===== config.mk =====
export PLATFORM = sky130hd
export DESIGN_NAME = usb_fifo_writer
export DESIGN_NICKNAME = d
export VERILOG_FILES = /design/src/rtl/ufw_pkg.sv /design/src/rtl/ufw_ready_wait.sv /design/src/rtl/ufw_strobe_ctrl.sv /design/src/rtl/ufw_data_hold.sv /design/src/rtl/ufw_xfer_count.sv /design/src/rtl/usb_fifo_writer.sv
export SDC_FILE = /design/constraint.sdc
export NUM_CORES = 1
export LEC_CHECK = 0
export BUFFER_PORTS_ARGS = -buffer_cell sky130_fd_sc_hd__clkbuf_2
export CAP_MARGIN = 25
export CORE_ASPECT_RATIO = 0.7
export CORE_UTILIZATION = 45
export DETAILED_ROUTE_END_ITERATION = 10
export GPL_ROUTABILITY_DRIVEN = 0
export GPL_TIMING_DRIVEN = 0
export PLACE_DENSITY = 0.8
export SETUP_SLACK_MARGIN = 0.15
export SKIP_LAST_GASP = 1
export SYNTH_ARGS = -nofsm -noshare
export SYNTH_HDL_FRONTEND = slang
export SYNTH_SLANG_ARGS = --single-unit

===== constraint.sdc =====
create_clock -name clk -period 1.3 [get_ports clk]
set_input_delay 0.13 -clock clk [delete_from_list [all_inputs] [get_ports clk]]
set_output_delay 0.13 -clock clk [all_outputs]
set_load 0.005 [all_outputs]

===== src/rtl/ufw_pkg.sv =====
package ufw_pkg;

  // Next value of the ready-wait counter: cleared by a high ready line,
  // otherwise counts up and saturates at the limit.
  function automatic int wait_step(input int cur, input logic txe_n, input int lim);
    if (txe_n) return 0;
    if (cur >= lim) return lim;
    return cur + 1;
  endfunction

  // The wait is over when ready is low now and the limit was reached.
  function automatic logic wait_met(input int cur, input logic txe_n, input int lim);
    return (!txe_n) && (cur >= lim);
  endfunction

  // A word moves when the strobe is driven and the bridge is ready.
  function automatic logic xfer_edge(input logic drive, input logic txe_n);
    return drive && !txe_n;
  endfunction

endpackage


===== src/rtl/ufw_ready_wait.sv =====
module ufw_ready_wait #(
  parameter int WAIT_CYC = 2
) (
  input  logic clk,
  input  logic rst_n,
  input  logic txe_n,
  output logic ready_ok
);
  import ufw_pkg::*;

  localparam int CW = $clog2(WAIT_CYC + 1) + 1;

  logic [CW-1:0] wait_q;

  always_ff @(posedge clk or negedge rst_n) begin
    if (!rst_n) wait_q <= '0;
    else        wait_q <= CW'(wait_step(int'(wait_q), txe_n, WAIT_CYC));
  end

  assign ready_ok = wait_met(int'(wait_q), txe_n, WAIT_CYC);
endmodule


===== src/rtl/ufw_strobe_ctrl.sv =====
module ufw_strobe_ctrl (
  input  logic clk,
  input  logic rst_n,
  input  logic ready_ok,
  input  logic src_empty,
  output logic drive,
  output logic wr_n
);
  logic arm_q;

  // Armed for the next cycle when the wait is over and data is present.
  always_ff @(posedge clk or negedge rst_n) begin
    if (!rst_n) arm_q <= 1'b0;
    else        arm_q <= ready_ok && !src_empty;
  end

  // An empty buffer withdraws the strobe at once, so no stale word is sent.
  assign drive = arm_q && !src_empty;
  assign wr_n  = !drive;
endmodule


===== src/rtl/ufw_data_hold.sv =====
module ufw_data_hold #(
  parameter int DATA_W = 32
) (
  input  logic              clk,
  input  logic              rst_n,
  input  logic              drive,
  input  logic              accept,
  input  logic [DATA_W-1:0] src_data,
  output logic [DATA_W-1:0] bus_data
);
  logic [DATA_W-1:0] last_q;

  always_ff @(posedge clk or negedge rst_n) begin
    if (!rst_n)      last_q <= '0;
    else if (accept) last_q <= src_data;
  end

  assign bus_data = drive ? src_data : last_q;
endmodule


===== src/rtl/ufw_xfer_count.sv =====
module ufw_xfer_count #(
  parameter int CNT_W = 16
) (
  input  logic             clk,
  input  logic             rst_n,
  input  logic             accept,
  output logic [CNT_W-1:0] count
);
  always_ff @(posedge clk or negedge rst_n) begin
    if (!rst_n)      count <= '0;
    else if (accept) count <= count + CNT_W'(1);
  end
endmodule


===== src/rtl/usb_fifo_writer.sv =====
module usb_fifo_writer #(
  parameter int DATA_W   = 32,
  parameter int WAIT_CYC = 2,
  parameter int CNT_W    = 16
) (
  input  logic                 clk,
  input  logic                 rst_n,
  input  logic [DATA_W-1:0]    src_data,
  input  logic                 src_empty,
  output logic                 src_pop,
  input  logic                 txe_n,
  output logic                 wr_n,
  output logic [DATA_W/8-1:0]  byte_en,
  output logic [DATA_W-1:0]    bus_data,
  output logic [CNT_W-1:0]     xfer_count
);
  import ufw_pkg::*;

  localparam int BE_W = DATA_W / 8;

  logic ready_ok;
  logic drive;
  logic accept;

  ufw_ready_wait #(.WAIT_CYC(WAIT_CYC)) u_wait (
    .clk(clk), .rst_n(rst_n), .txe_n(txe_n), .ready_ok(ready_ok)
  );

  ufw_strobe_ctrl u_strobe (
    .clk(clk), .rst_n(rst_n), .ready_ok(ready_ok), .src_empty(src_empty),
    .drive(drive), .wr_n(wr_n)
  );

  assign accept = xfer_edge(drive, txe_n);
  assign src_pop = accept;

  ufw_data_hold #(.DATA_W(DATA_W)) u_hold (
    .clk(clk), .rst_n(rst_n), .drive(drive), .accept(accept),
    .src_data(src_data), .bus_data(bus_data)
  );

  ufw_xfer_count #(.CNT_W(CNT_W)) u_cnt (
    .clk(clk), .rst_n(rst_n), .accept(accept), .count(xfer_count)
  );

  assign byte_en = {BE_W{1'b1}};
endmodule


==> flow_metrics.tcl <==
set metrics [dict create \
    cts_tree "yes" \
    use_met3 0.04577 \
    vias_per_cell 4.890 \
    path_cells "nand2b_1 -> buf_6 -> clkbuf_16 -> mux2_2 -> clkbuf_2" \
    seq_area_um2 1301 \
    power-per-cell-area_nw_per_um2 1427 \
    ant_nets 0 \
    dieWidth_um 91.49 \
    finalPower_mw 5.386 \
    yosys_register_bits 52 \
    critical_path_class "reg -> out" \
    yosys_warnings 0 \
    setup_viol 82 \
    use_met2 0.3092 \
    ys_types 27 \
    cts.sinks 52 \
    dp_hpwl_um 3510 \
    core_um2 5313 \
    floorplan.initialDensity 0.4748 \
    synth.cell_area_um2 2522 \
    rsz0062_at_grt "true" \
    root_buffer "clkbuf_8" \
    die_y_um 64.64 \
    port_buffers 85 \
    placementRows 22 \
    leakage_nw 1.921 \
    area_delta_synth_final_pct 49.65 \
    totalWireLength_um 5381 \
    overflow 0 \
    die_area_um2 5914 \
    diodes 0 \
    busiest_layer "met2" \
    worst_hold_slack_ns 0.06041 \
    cts_buffers 5 \
    synth_edf_count 0 \
    cp_data_required_time_ns 1.17 \
    min_path_cells 2 \
    syn_inst 182 \
    setup_ws_ns -0.3561 \
    startpoint_type "register" \
    fmax_ghz 0.6038 \
    htree_levels 2 \
    cpPeakStageDelay_ns 0.40 \
    grt_pass1_wl_um 8963 \
    worst-path-max-fanout 6 \
    crit_slowest_cell "dfrtp_1" \
    r2r_cells 7 \
    syn_area_per_cell_um2 13.86 \
    finClkSkew_ns 0.009689 \
    drc 0 \
    avgRoutedWirePerCell_um 14.43 \
    synth-seq-area-share 0.5159 \
    use_met1 0.2673 \
    clk_pin_slew_ns 0.10 \
    finalCritPeriodShare 1.274 \
    grt_pass1_vias 1830 \
    grt_use_total 0.1958 \
    violations "setup timing" \
    cap_violations 0 \
    multi_input_area_um2 1349 \
    first_pass_iters 2 \
    drtIter0Drc 29 \
    hold_class "in -> reg" \
    clock_latency_ns 0.31 \
    arrival_ns 1.53 \
    ff2ff_setup_slack_ns -0.33 \
    fill_cells 366 \
    fin_crit_ns 1.656 \
    finalMaxSlewViolations 0 \
    max-vdd-ir-drop_uv 811.9 \
    io_pins 90 \
    synth-async-reset-ratio 1.000 \
    synthFlopType "dfrtp_1" \
    grt_max_degree 36 \
    clock_path_buffers 2 \
    setup.worst_path.end_class "primary output" \
    status "finished, violations left" \
    vias 1824 \
    drive_above_1_share 0.7176 \
    antenna_found_initial 0 \
    hold_viol 0 \
    nets 339 \
]
==> where the power goes <==
group / leakage [nW] / internal, mW / total (mW) / switching [mW]
Combinational: 1.21 / 1.31 / 1.94 / 0.630
Sequential: 0.660 / 2.06 / 2.34 / 0.273
Clock: 0.0552 / 0.572 / 1.11 / 0.534
==> synth_stat cells, types with 2 or more instances <==
master / n / share of area
mux2_2: 65 / 0.29
dfrtp_1: 52 / 0.52
xnor2_1: 12 / 0.042
buf_4: 8 / 0.024
nand2_1: 7 / 0.010
buf_2: 4 / 0.0079
nand3_1: 4 / 0.0079
ha_1: 3 / 0.015
nand4_1: 3 / 0.0074
nor3_1: 3 / 0.0060
and2_1: 2 / 0.0050
and3_1: 2 / 0.0050
nand3_2: 2 / 0.0079
xor2_1: 2 / 0.0069
==> stage by stage <==
step / area, um^2 / TNS, ns / setup slack, ns / util / std cells
2_1_floorplan: 2665 / 0 / 0.005662 / - / 185
3_3_place_gp: 3181 / -2.554 / -0.08525 / 0.5987 / 342
3_5_place_dp: 3201 / -4.030 / -0.1211 / 0.6024 / 343
4_1_cts: 3699 / -20.65 / -0.3621 / 0.6962 / 369
5_1_grt: 3775 / -27.82 / -0.4145 / 0.7106 / 373
6_report: 3775 / -23.56 / -0.3561 / 0.7106 / 373
==> critical path, delay by kind of cell, from the launching register on <==
| family | cells | cell delay [ns] |
|---|---|---|
| buffers and inverters | 3 | 0.41 |
| AND/OR/NAND/NOR | 1 | 0.09 |
| multiplexers | 1 | 0.32 |
| flip-flops | 1 | 0.40 |
==> kinds of logic after synthesis <==
kind of cell | after synthesis | synth area share
adders and majority gates | 3 | 0.01488
AOI/OAI and AO/OA | 1 | 0.001982
other | 1 | 0.001487
DFF | 52 | 0.5159
buffers and inverters | 14 | 0.03770
and+or+nand+nor | 31 | 0.08284
muxes | 65 | 0.2902
xor gates and xnor gates | 15 | 0.05506
==> layout make-up <==
class,instances,area share
sequential,52,0.3447
clock inverter,2,0.009281
inverter,1,0.0009944
buffer,13,0.04442
tap,72,0.02386
multi-input combinational,119,0.3573
clock buffer,6,0.01922
timing repair buffer,108,0.2002
==> placed cells by master, fill, tap and decap left out, types with 2 or more instances in the layout <==
cell type / synthesis / routed
and2_1: 2 / 2
buf_12: 0 / 8
buf_16: 0 / 2
buf_4: 8 / 12
buf_6: 1 / 6
buf_8: 0 / 6
clkbuf_2: 0 / 85
clkbuf_8: 0 / 5
conb_1: 1 / 4
dfrtp_1: 52 / 52
ha_1: 3 / 2
mux2_2: 65 / 31
mux2_4: 0 / 34
nand2_2: 0 / 7
nand3_2: 2 / 6
nand4_1: 3 / 3
nor3_4: 1 / 3
xnor2_1: 12 / 12
xor2_1: 2 / 2
==> state kept, by name (all words and copies together) (netlist names) <==
name            flops
u_hold.last_q      32
u_strobe.arm_q      1
u_cnt.count        16
u_wait.wait_q       3
==> layer usage <==
metal	vias to the layer above	wire length [um]
met3	8	332
met5	-	0
met4	0	59
met2	61	2425
li1	870	-
met1	885	2563
==> final timing paths <==
check | startpoint | end
worst min register to register | u_cnt.count[15]$_DFFE_PN0P_ | u_cnt.count[15]$_DFFE_PN0P_
worst min-delay path | src_data[29] | u_hold.last_q[29]$_DFFE_PN0P_
min in group asynchronous | rst_n | u_hold.last_q[23]$_DFFE_PN0P_
worst max-delay path | u_strobe.arm_q$_DFF_PN0_ | bus_data[24]
max in group asynchronous | rst_n | u_wait.wait_q[2]$_DFF_PN0_
worst max register to register | u_strobe.arm_q$_DFF_PN0_ | u_cnt.count[1]$_DFFE_PN0P_
==> repair_timing <==
action,4_1_cts,5_1_grt
endpoints found under the hold margin,17,0
setup endpoints to repair,84,85
hold buffers,1,0
pin swaps,12,5
cloned,2,1
gates resized for setup,41,6
setup buffers,15,3
(Power assumes the default switching activity.)
